## config.mk

```make
export PLATFORM = sky130hd
export DESIGN_NAME = irqagg_top
export DESIGN_NICKNAME = d
export VERILOG_FILES = /design/src/rtl/irqagg_pkg.sv /design/src/rtl/irqagg_sync.sv /design/src/rtl/irqagg_bank.sv /design/src/rtl/irqagg_decode.sv /design/src/rtl/irqagg_top.sv
export SDC_FILE = /design/constraint.sdc
export NUM_CORES = 1
export LEC_CHECK = 0
export BUFFER_PORTS_ARGS = -buffer_cell sky130_fd_sc_hd__buf_2
export CAP_MARGIN = 20
export CORE_UTILIZATION = 55
export CTS_BUF_LIST = sky130_fd_sc_hd__clkbuf_4 sky130_fd_sc_hd__clkbuf_8
export CTS_CLUSTER_SIZE = 12
export DETAILED_ROUTE_END_ITERATION = 6
export HOLD_SLACK_MARGIN = 0.15
export PLACE_DENSITY = 0.76
export SKIP_LAST_GASP = 1
export SYNTH_ARGS = -nofsm -noshare
export SYNTH_HDL_FRONTEND = slang
export SYNTH_SLANG_ARGS = --single-unit
export TNS_END_PERCENT = 1
```

## constraint.sdc

```tcl
create_clock -name clk -period 5.88 [get_ports clk]
set_clock_uncertainty 0.05 [all_clocks]
set_input_delay 0.882 -clock clk [delete_from_list [all_inputs] [get_ports clk]]
set_output_delay 0.882 -clock clk [all_outputs]
set_load 0.05 [all_outputs]
```

## src/rtl/irqagg_pkg.sv

```systemverilog
`timescale 1ns/1ps
package irqagg_pkg;
    // Offsets within a master window, relative to base + group number.
    localparam int unsigned OFF_CLR  = 1;
    localparam int unsigned OFF_MASK = 8;
    localparam int unsigned OFF_LVL  = 15;
    localparam int unsigned NUM_MASTERS = 2;

    typedef enum logic [2:0] {
        ACC_NONE,
        ACC_SUMMARY,
        ACC_PEND,
        ACC_CLEAR,
        ACC_MASK,
        ACC_LEVEL
    } acc_e;
endpackage

```

## src/rtl/irqagg_sync.sv

```systemverilog
`timescale 1ns/1ps
module irqagg_sync #(
    parameter int unsigned W      = 112,
    parameter int unsigned STAGES = 2
) (
    input  logic         clk,
    input  logic         rst_n,
    input  logic [W-1:0] din,
    output logic [W-1:0] level,
    output logic [W-1:0] rise
);
    logic [STAGES-1:0][W-1:0] chain;
    logic [W-1:0]             prev;

    always_ff @(posedge clk or negedge rst_n) begin
        if (!rst_n) begin
            chain <= '0;
            prev  <= '0;
        end else begin
            chain[0] <= din;
            for (int s = 1; s < int'(STAGES); s++) begin
                chain[s] <= chain[s-1];
            end
            prev <= chain[STAGES-1];
        end
    end

    assign level = chain[STAGES-1];
    assign rise  = chain[STAGES-1] & ~prev;
endmodule

```

## src/rtl/irqagg_bank.sv

```systemverilog
`timescale 1ns/1ps
module irqagg_bank #(
    parameter int unsigned BW = 8
) (
    input  logic          clk,
    input  logic          rst_n,
    input  logic [BW-1:0] rise,
    input  logic          clr_we,
    input  logic          mask_we,
    input  logic [BW-1:0] wdata,
    output logic [BW-1:0] pend,
    output logic [BW-1:0] mask,
    output logic          flag
);
    logic [BW-1:0] clr_bits;

    assign clr_bits = clr_we ? wdata : '0;

    always_ff @(posedge clk or negedge rst_n) begin
        if (!rst_n) begin
            pend <= '0;
            mask <= '1;
        end else begin
            // a new edge wins over a clear in the same cycle
            pend <= (pend & ~clr_bits) | rise;
            if (mask_we) begin
                mask <= wdata;
            end
        end
    end

    assign flag = |(pend & ~mask);
endmodule

```

## src/rtl/irqagg_decode.sv

```systemverilog
`timescale 1ns/1ps
module irqagg_decode
    import irqagg_pkg::*;
#(
    parameter int unsigned         ADDR_W  = 9,
    parameter int unsigned         BPM     = 7,
    parameter int unsigned         BLK_W   = 3,
    parameter logic [ADDR_W-1:0]   M0_BASE = 'h130,
    parameter logic [ADDR_W-1:0]   M1_BASE = 'h1B0
) (
    input  logic [ADDR_W-1:0] addr,
    output logic              master,
    output acc_e              rd_acc,
    output acc_e              wr_acc,
    output logic [BLK_W-1:0]  rd_blk,
    output logic [BLK_W-1:0]  wr_blk
);
    localparam int unsigned SPAN = OFF_LVL + BPM + 1;

    logic [ADDR_W-1:0] off0, off1;
    logic              in0, in1;
    logic [31:0]       o;

    assign off0 = addr - M0_BASE;
    assign off1 = addr - M1_BASE;
    assign in0  = (addr >= M0_BASE) && (32'(off0) < SPAN);
    assign in1  = (addr >= M1_BASE) && (32'(off1) < SPAN);

    always_comb begin
        master = 1'b0;
        o      = '0;
        rd_acc = ACC_NONE;
        wr_acc = ACC_NONE;
        rd_blk = '0;
        wr_blk = '0;
        if (in0 || in1) begin
            master = !in0;
            o      = in0 ? 32'(off0) : 32'(off1);
            if (o == 0) begin
                rd_acc = ACC_SUMMARY;
            end else if (o <= BPM) begin
                rd_acc = ACC_PEND;
                rd_blk = BLK_W'(o);
            end else if (o > OFF_MASK && o <= OFF_MASK + BPM) begin
                rd_acc = ACC_MASK;
                rd_blk = BLK_W'(o - OFF_MASK);
            end else if (o > OFF_LVL && o <= OFF_LVL + BPM) begin
                rd_acc = ACC_LEVEL;
                rd_blk = BLK_W'(o - OFF_LVL);
            end
            if (o > OFF_CLR && o <= OFF_CLR + BPM) begin
                wr_acc = ACC_CLEAR;
                wr_blk = BLK_W'(o - OFF_CLR);
            end else if (o > OFF_MASK && o <= OFF_MASK + BPM) begin
                wr_acc = ACC_MASK;
                wr_blk = BLK_W'(o - OFF_MASK);
            end
        end
    end
endmodule

```

## src/rtl/irqagg_top.sv

```systemverilog
`timescale 1ns/1ps
module irqagg_top
    import irqagg_pkg::*;
#(
    parameter int unsigned       BW          = 8,
    parameter int unsigned       ADDR_W      = 9,
    parameter int unsigned       SYNC_STAGES = 2,
    parameter logic [ADDR_W-1:0] M0_BASE     = 'h130,
    parameter logic [ADDR_W-1:0] M1_BASE     = 'h1B0,
    localparam int unsigned      BPM         = BW - 1,
    localparam int unsigned      NBLK        = NUM_MASTERS * BPM,
    localparam int unsigned      NIRQ        = NBLK * BW
) (
    input  logic              clk,
    input  logic              rst_n,
    input  logic [NIRQ-1:0]   irq_in,
    input  logic [ADDR_W-1:0] addr,
    input  logic              wr_en,
    input  logic [BW-1:0]     wdata,
    output logic [BW-1:0]     rdata,
    output logic              irq_out
);
    localparam int unsigned BLK_W = $clog2(BPM + 1);
    localparam int unsigned GB_W  = $clog2(NBLK + 1);

    function automatic logic [GB_W-1:0] to_g(input logic m, input logic [BLK_W-1:0] b);
        return GB_W'(32'(m) * BPM + 32'(b) - 1);
    endfunction

    logic [NIRQ-1:0]                   lvl_flat, rise_flat;
    logic [NBLK-1:0][BW-1:0]           pend, mask, lvl;
    logic [NBLK-1:0]                   flag;
    logic [NUM_MASTERS-1:0][BW-1:0]    msum;
    logic                              master;
    acc_e                              rd_acc, wr_acc;
    logic [BLK_W-1:0]                  rd_blk, wr_blk;
    logic [GB_W-1:0]                   rd_g, wr_g;

    irqagg_sync #(.W(NIRQ), .STAGES(SYNC_STAGES)) u_sync (
        .clk   (clk),
        .rst_n (rst_n),
        .din   (irq_in),
        .level (lvl_flat),
        .rise  (rise_flat)
    );

    irqagg_decode #(
        .ADDR_W(ADDR_W), .BPM(BPM), .BLK_W(BLK_W),
        .M0_BASE(M0_BASE), .M1_BASE(M1_BASE)
    ) u_dec (
        .addr   (addr),
        .master (master),
        .rd_acc (rd_acc),
        .wr_acc (wr_acc),
        .rd_blk (rd_blk),
        .wr_blk (wr_blk)
    );

    assign rd_g = to_g(master, rd_blk);
    assign wr_g = to_g(master, wr_blk);
    assign lvl  = lvl_flat;

    for (genvar g = 0; g < NBLK; g++) begin : g_bank
        irqagg_bank #(.BW(BW)) u_bank (
            .clk     (clk),
            .rst_n   (rst_n),
            .rise    (rise_flat[g*BW +: BW]),
            .clr_we  (wr_en && wr_acc == ACC_CLEAR && wr_g == GB_W'(g)),
            .mask_we (wr_en && wr_acc == ACC_MASK  && wr_g == GB_W'(g)),
            .wdata   (wdata),
            .pend    (pend[g]),
            .mask    (mask[g]),
            .flag    (flag[g])
        );
    end

    always_comb begin
        msum = '0;
        for (int m = 0; m < int'(NUM_MASTERS); m++) begin
            for (int b = 1; b <= int'(BPM); b++) begin
                msum[m][b] = flag[m*BPM + b - 1];
            end
        end
        msum[0][0] = |msum[1][BW-1:1];
    end

    assign irq_out = |msum[0];

    always_comb begin
        unique case (rd_acc)
            ACC_SUMMARY: rdata = msum[master];
            ACC_PEND:    rdata = pend[rd_g];
            ACC_MASK:    rdata = mask[rd_g];
            ACC_LEVEL:   rdata = lvl[rd_g];
            default:     rdata = '0;
        endcase
    end
endmodule

```

==> results by group, run 1 <==
Setup path
  • Worst Path Required: 4950 ps
  • Cell Chain, Critical Path: buf_6 > ha_4 > xnor2_4 > and4b_1 > o311ai_2 > and3_4 > nor2_4 > a21oi_2 > nor2_2 > buf_4 > buf_4 > a31oi_4 > fa_2 > buf_12 > buf_16 > nor2b_4 > buf_6 > buf_4 > buf_12 > a221oi_1 > buf_4 > o32ai_1 > a211o_1 > buf_2
  • Crit. End Element: output port
  • CP Depth: 24
  • Reg2Reg Depth: 3
  • Worst R2R End: g_bank[0].u_bank.pend[4]$_DFF_PN0_
  • Setup crit end: rdata[6]
  • Worst Path Arrival: 5310 ps
  • R2R Setup Slk: between 4000 and 5000 ps
  • Slowest stage cell, crit path: fa_2
  • Type of the worst setup path: in -> out
  • Worst Path Max Fanout: 8
  • R2R Path Start: u_sync.prev[4]$_DFF_PN0_
  • Critical path's most frequent cell: buf_4
  • Worst path top cell family by delay: buffers and inverters
  • Crit path buffers/inverters: 10
  • Max stage delay on crit path: 510 ps
  • Setup crit start kind: primary input
  • CP startpoint: addr[4]

Route
  • Post-DR vias/cell: ~6
  • DR iter-0 viols: 1,419
  • Post-Route WL: 71,570 um
  • Avg WL per Cell: between 20 and 30 um
  • DR pass1 iterations: 7
  • Detail Route Antenna Nets: 0
  • Vias: 16,790
  • Residual DRC: 5

Yosys
  • Seq/Total Area, Yosys: 61.21%
  • Post-synth EDFFs: 0
  • Avg Inst Size Synth: 12.44 um2
  • Post-synth top area share: 48.48%
  • Synth Net Count: 2,002
  • Asr flop ratio synth: between 90% and 100%
  • #FFs+latches synth: 560
  • Synth cell types: 75
  • Yosys top cell by area: dfrtp_1
  • Ranking of synthesized cells by area: dfrtp_1 (48%), dfstp_2 (13%), mux2_2 (5.3%)
  • Cells after Synth: 1,859
  • Post-Syn Area: 23,120 um2
  • Total number of yosys warnings: 0
  • Top_reg_cell synth: dfrtp_1

STA
  • Crit share post-route: 106.1%
  • Slew HR: a little over a third
  • Slew @ Worst Pin: 968.1 ps
  • Fin. Hold Viols: 0
  • Setup TNS: -2508 ps
  • Fmax: 0.1603 GHz
  • Final setup vio count: 8
  • RSZ-0062 raised after global routing: true
  • Final Max Slew Viols: 0
  • Fin crit period: a little over 6000 ps
  • Final worst slack: -357.9 ps

Clock network
  • Clock Sinks: 560
  • TritonCTS Buffers: 87
  • CTS Buffer Depth: 3
  • TritonCTS clock tree: built
  • Clk slew on worst S/H paths: approximately 60 ps
  • Htree depth: 3
  • Root Buffer: clkbuf_8
  • Insertion delay to the later sink of the worst-skew pair: 700 ps

Cells and area
  • ANT cells: 0
  • Area Overhead vs Synth: 22.64%
  • Most common cell after layout, fill and taps aside: dfrtp_1
  • Most frequent cells in the layout: dfrtp_1 (448), buf_4 (204), inv_1 (169)
  • Final #Nets: 2,367
  • Share of layout cells above drive strength 1: 36.87%

Placed design
  • Routability Congestion: 1.002
  • Number of I/O port buffers: 140
  • HPWL after DPL: 51,060 um

Global route
  • First-pass GRT wire length: 108,500 um
  • Pin count of the biggest net entering global routing: about 160
  • Initial antenna violation count: 2
  • Total congestion overflow: 0
  • Number of global-route vias before repair: 17,400
  • Total GRT Usage: 34.18%

Floorplanning
  • Row Count: 74
  • Starting Density: 56.25%
  • Number of top-level pins: 141
  • Die Span Y: 207.0 um
  • Die W: 207.0 um
  • Core region area: ~41,000 um2
  • Die area: between 40,000 and 50,000 um2

Power
  • Cell Pwr Density: 287.3 nW/um2
  • VDD IR-drop max: 0.2922 mV
  • P_leak: 13.42 nW
  • Post-layout power: 8.147 mW

Outcome
  • Failing checks: design-rule violations, negative setup slack
  • Status: finished with violations

Job
  • Max-cap violations: 0

Worst hold path
  • Class of the worst hold path: in -> async
timing repair:
item                       in CTS  in global routing
hold buffers                    0                  0
setup endpoints to repair       8                  8
resized for setup              30                 21
cloned                          1                  0
buffers inserted               12                  8
pin swaps                      19                 25
cell type report:
cell class / count / area, um2
Inverter: 172 / 650.6
Clock buffer: 144 / 1757
Timing Repair Buffer: 370 / 2765
Sequential cell: 560 / 14150
Clock inverter: 18 / 219.0
Multi-Input combinational cell: 1033 / 8149
Tap cell: 532 / 665.6
Fill cell: 2943 / 12750
per-stage QoR:
| step | cell area [um2] | cells | setup WS (ps) | utilization (%) | hold WS, ps |
|---|---|---|---|---|---|
| 2_1_floorplan | 23270 | 1859 | 29.72 | - | 281.2 |
| 3_3_place_gp | 26000 | 2646 | -482.7 | 63.25 | 281.5 |
| 3_5_place_dp | 26000 | 2646 | -460.4 | 63.25 | 284.7 |
| 4_1_cts | 28210 | 2821 | -390.1 | 68.61 | 154.8 |
| 5_1_grt | 28360 | 2829 | -528.8 | 68.99 | 195.9 |
| 6_report | 28360 | 2829 | -357.9 | 68.99 | 164.1 |
worst min-delay path by stage:
stage	cells after the start	to	slack (ps)
5_1_grt	1	u_sync.level[104]$_DFF_PN0_	200
2_1_floorplan	0	u_sync.level[0]$_DFF_PN0_	280
3_3_place_gp	0	u_sync.level[13]$_DFF_PN0_	280
3_5_place_dp	0	u_sync.level[24]$_DFF_PN0_	280
4_1_cts	1	u_sync.level[104]$_DFF_PN0_	150
6_report	1	u_sync.level[104]$_DFF_PN0_	160
where the power goes:
part	internal, mW	switching (mW)
registers	3.98	0.0599
clock network	2.07	1.50
logic	0.206	0.325
metal layers:
| metal | up-vias | part of all wire (%) | GRT usage, % | wire [um] |
|---|---|---|---|---|
| met1 | 8512 | 42 | 45.91 | 29710 |
| li1 | 7414 | - | - | - |
| met2 | 689 | 47 | 53.72 | 33810 |
| met3 | 174 | 6.3 | 6.474 | 4484 |
| met5 | - | 0 | 0 | 0 |
| met4 | 0 | 5.0 | 17.11 | 3555 |
flip-flops by register name, indices dropped and copies added (netlist names):
signal and count:
g_bank.u_bank.mask 112, u_sync.prev 112, g_bank.u_bank.pend 112, u_sync.level 112, u_sync.chain 112
cells by family after synthesis:
| group | Yosys count | synth area share [%] |
|---|---|---|
| AOI/OAI and AO/OA | 367 | 10.51 |
| xor gates and xnor gates | 4 | 0.1515 |
| adders and majority gates | 11 | 0.6602 |
| buffers and inverters | 266 | 4.643 |
| DFF | 560 | 61.21 |
| muxes | 245 | 12.69 |
| and+or+nand+nor | 406 | 10.13 |
cell usage after synthesis, types with 8 or more instances:
master / instances
or4_1: 10
mux2_4: 8
buf_4: 9
nand4_1: 10
dfstp_2: 112
o21ai_0: 44
nor2_1: 32
a21oi_1: 78
o22ai_1: 137
and3_1: 69
buf_2: 15
a22oi_1: 19
and4_1: 50
nand2_1: 76
clkbuf_1: 64
mux2i_1: 100
inv_1: 172
o211ai_1: 9
ha_1: 9
mux2_2: 109
nor3_1: 22
mux4_2: 21
nand3_1: 36
nor4_1: 9
nand2b_1: 69
dfrtp_1: 448
Note: power is estimated with default switching activity, not from simulation.
==> inputs of run 2 (changes only) <==
Settings changed: ABC_CLOCK_PERIOD_IN_PS from default to 5880, SYNTH_HIERARCHICAL from default to 1.
==> run 2 against run 1 <==
The run now ends clean; die area rose by 4.1%; largest cell class unchanged; worst hold slack gained 82 ps; critical path depth decreased by 3; register-to-register slack improved by 90 ps; power is 1.0% higher; via count fell by 15%; combinational power decreased by 6.0%; synthesized cell count down 5.4%.
==> results by group, run 2 <==
Outcome
  • Status: finished clean

Clock network
  • Clk slew on worst S/H paths: 60 ps (about the same)
  • Clock Sinks: 560 (unchanged)
  • CTS Buffer Depth: 3 (unchanged)
  • Insertion delay to the later sink of the worst-skew pair: 690 ps (about the same)
  • Root Buffer: clkbuf_8
  • TritonCTS clock tree: built
  • TritonCTS Buffers: 89 (+2.3%)
  • Htree depth: 3 (unchanged)

Floorplanning
  • Die W: 211.2 um (+2.0%)
  • Starting Density: 55.88% (-0.37 points)
  • Die Span Y: 211.2 um (+2.0%)
  • Core region area: 43,080 um2 (+4.8%)
  • Die area: 44,610 um2 (+4.1%)
  • Row Count: 76 (+2.7%)
  • Number of top-level pins: 141 (unchanged)

Yosys
  • Post-synth EDFFs: 0 (unchanged)
  • Synth top cells by count: dfrtp_1 (448), inv_1 (133), mux2_2 (131)
  • Ranking of synthesized cells by area: dfrtp_1 (47%), dfstp_2 (12%), nor2b_4 (6.4%)
  • Synth Net Count: 1,908 (-4.7%)
  • Synth cell types: 66 (-12%)
  • Cells after Synth: 1,758 (-5.4%)
  • Most common cell in the netlist: dfrtp_1
  • Post-Syn Area: 24,070 um2 (+4.1%)
  • Asr flop ratio synth: 100.0% (unchanged)
  • Yosys top cell by area: dfrtp_1
  • #FFs+latches synth: 560 (unchanged)
  • Top_reg_cell synth: dfrtp_1
  • Seq/Total Area, Yosys: 58.80% (-2.4 points)
  • Total number of yosys warnings: 6 (+6)
  • Avg Inst Size Synth: 13.69 um2 (+10%)
  • Post-synth top area share: 46.57% (-1.9 points)

Route
  • Post-DR vias/cell: 5.567 (-6.2%)
  • DR pass1 iterations: 6 (-1)
  • Detail Route Antenna Nets: 0 (unchanged)
  • Vias: 14,280 (-15%)
  • Avg WL per Cell: 23.46 um (-7.2%)
  • Post-Route WL: 60,210 um (-16%)
  • Residual DRC: 0 (-5)
  • DR iter-0 viols: 1,230 (-13%)

STA
  • Fmax: 0.1723 GHz (+7.5%)
  • RSZ-0062 raised after global routing: true
  • Fin crit period: 5804 ps (-434.0 ps)
  • Fin. Hold Viols: 0 (unchanged)
  • Slew HR: 38.05% (+3.2 points)
  • Final setup vio count: 0 (-8)
  • Crit share post-route: 98.71% (-7.4 points)
  • Slew @ Worst Pin: 929.3 ps (-38.85 ps)
  • Final Max Slew Viols: 0 (unchanged)

Worst hold path
  • Class of the worst hold path: in -> async

Setup path
  • Cell Chain, Critical Path: buf_8 > inv_6 > ha_4 > a21o_4 > a2111oi_4 > o21ai_1 > a21oi_2 > inv_2 > ha_4 > inv_4 > ha_4 > inv_2 > fa_1 > buf_6 > buf_6 > mux2_4 > a22oi_2 > or2_4 > a221oi_2 > or4_4 > buf_8
  • Setup crit start kind: primary input
  • Worst Path Required: 4950 ps (about the same)
  • Max stage delay on crit path: 590 ps (+80 ps)
  • Critical path's most frequent cell: ha_4
  • Worst Path Arrival: 4870 ps (-440 ps)
  • Worst Path Max Fanout: 8 (unchanged)
  • CP startpoint: addr[5]
  • Type of the worst setup path: in -> out
  • R2R Path Start: u_sync/level[12]$_DFF_PN0_
  • Slowest stage cell, crit path: or4_4
  • Crit. End Element: output port

Job
  • Max-cap violations: 0 (unchanged)

Cells and area
  • Area Overhead vs Synth: 14.40%
  • Share of layout cells above drive strength 1: 44.84% (+8.0 points)
  • Most common cell after layout, fill and taps aside: dfrtp_1
  • Fin cells: 2,566 (-9.3%)
  • Fill cell count: 3,172 (+7.8%)
  • Post-route cell area: 27,540 um2 (-2.9%)
  • Final #Nets: 2,050 (-13%)
  • Fin util: 63.93% (-5.1 points)
  • Most frequent cells in the layout: dfrtp_1 (448), mux2_2 (130), nand2_1 (129), buf_2 (129), inv_1 (127)

Placed design
  • Number of I/O port buffers: 140 (unchanged)
  • Placed Area: 25,100 um2 (-3.5%)
  • Routability Congestion: 0.9842 (-1.8%)
  • HPWL after DPL: 42,060 um (-18%)
  • Dpl cells: 2,389 (-9.7%)

Global route
  • Total congestion overflow: 0 (unchanged)
  • Initial antenna violation count: 1 (-1)
  • First-pass GRT wire length: 92,510 um (-15%)
  • Pin count of the biggest net entering global routing: 149 (-5.1%)
  • Total GRT Usage: 28.14% (-6.0 points)
  • Number of global-route vias before repair: 15,270 (-12%)

Power
  • VDD IR-drop max: 0.2293 mV (-22%)
  • Cell Pwr Density: 298.8 nW/um2 (+4.0%)
  • P_leak: 12.27 nW (-8.6%)
  • Post-layout power: 8.228 mW (+1.0%)
==> run 2: cell types whose count changed in the layout (fill, tap and decap cells not counted), sizes merged, moves of 43 or more <==
cell / change
mux2i: -79
mux4: +43
nand2: +53
a21oi: -51
nand2b: -65
and4: -49
nor2b: +113
buf: -137
o22ai: -80
and3: -67
a21o: +110
==> run 2: stage by stage <==
stage	hold WS (ps)	TNS (ps)	setup slack, ps
after floorplan	281.2	0	166.5
after global placement	281.6	-2147	-358.1
after detailed placement	284.7	-2672	-409.6
after CTS	206.6	-44.07	-17.56
after global routing	194.4	-558.6	-88.84
final	246.0	0	76.09
==> run 2: path summary, 6_finish.rpt <==
check,to,slack (ps),cells past startpoint
max in group asynchronous,u_sync/chain[6]$_DFF_PN0_,4130,2
worst max-delay path,rdata[7],80,21
worst max register to register,g_bank[1].u_bank/pend[4]$_DFF_PN0_,4960,2
min in group clk,u_sync/chain[17]$_DFF_PN0_,250,1
worst min-delay path,u_sync/level[104]$_DFF_PN0_,250,1
worst min register to register,u_sync/level[19]$_DFF_PN0_,280,0
==> run 2: area by class of cell <==
class / count / area, um2 / share of cell area [%]
Inverter: 133 / 509.2 / 1.849
Clock buffer: 157 / 1904 / 6.915
Antenna cell: 5 / 12.51 / 0.04544
Tap cell: 585 / 732.0 / 2.658
Timing Repair Buffer: 232 / 1644 / 5.970
Multi-Input combinational cell: 884 / 8438 / 30.64
Sequential cell: 560 / 14150 / 51.40
Clock inverter: 10 / 143.9 / 0.5225
==> run 2: cells by family after synthesis <==
logic type,share of synthesized area (%)
mux,13.34
buf+inv,7.168
fa+ha+maj,0.9980
flops,58.80
compound gates,8.145
simple gates,11.36
xor+xnor,0.1820
==> run 2: timing repair <==
action	CTS	global route
gates resized for setup	31	48
hold buffers	0	0
buffers inserted	4	1
pin swaps	9	12
endpoints found under the setup margin	8	8
==> run 2: critical path: cells and delay by family <==
family                   cells  cell delay, ps
buffers and inverters        8             740
adder cells (fa/ha/maj)      4            1170
AO/OA/AOI/OAI                6            1040
multiplexers                 1             300
AND/OR/NAND/NOR              2             730
==> run 2: report_power, final <==
part / leakage, nW / switching, mW / internal [mW]
registers: 6.05 / 0.0814 / 3.98
clock network: 1.10 / 1.50 / 2.16
logic: 5.12 / 0.276 / 0.223
total: 12.3 / 1.86 / 6.37
==> run 2: layer usage <==
metal,vias up,track usage (%),share of wire [%]
met5,-,0,0
met4,0,11.72,3.9
met3,140,5.888,5.9
met2,484,44.29,47
met1,7404,38.23,43
li1,6256,-,-
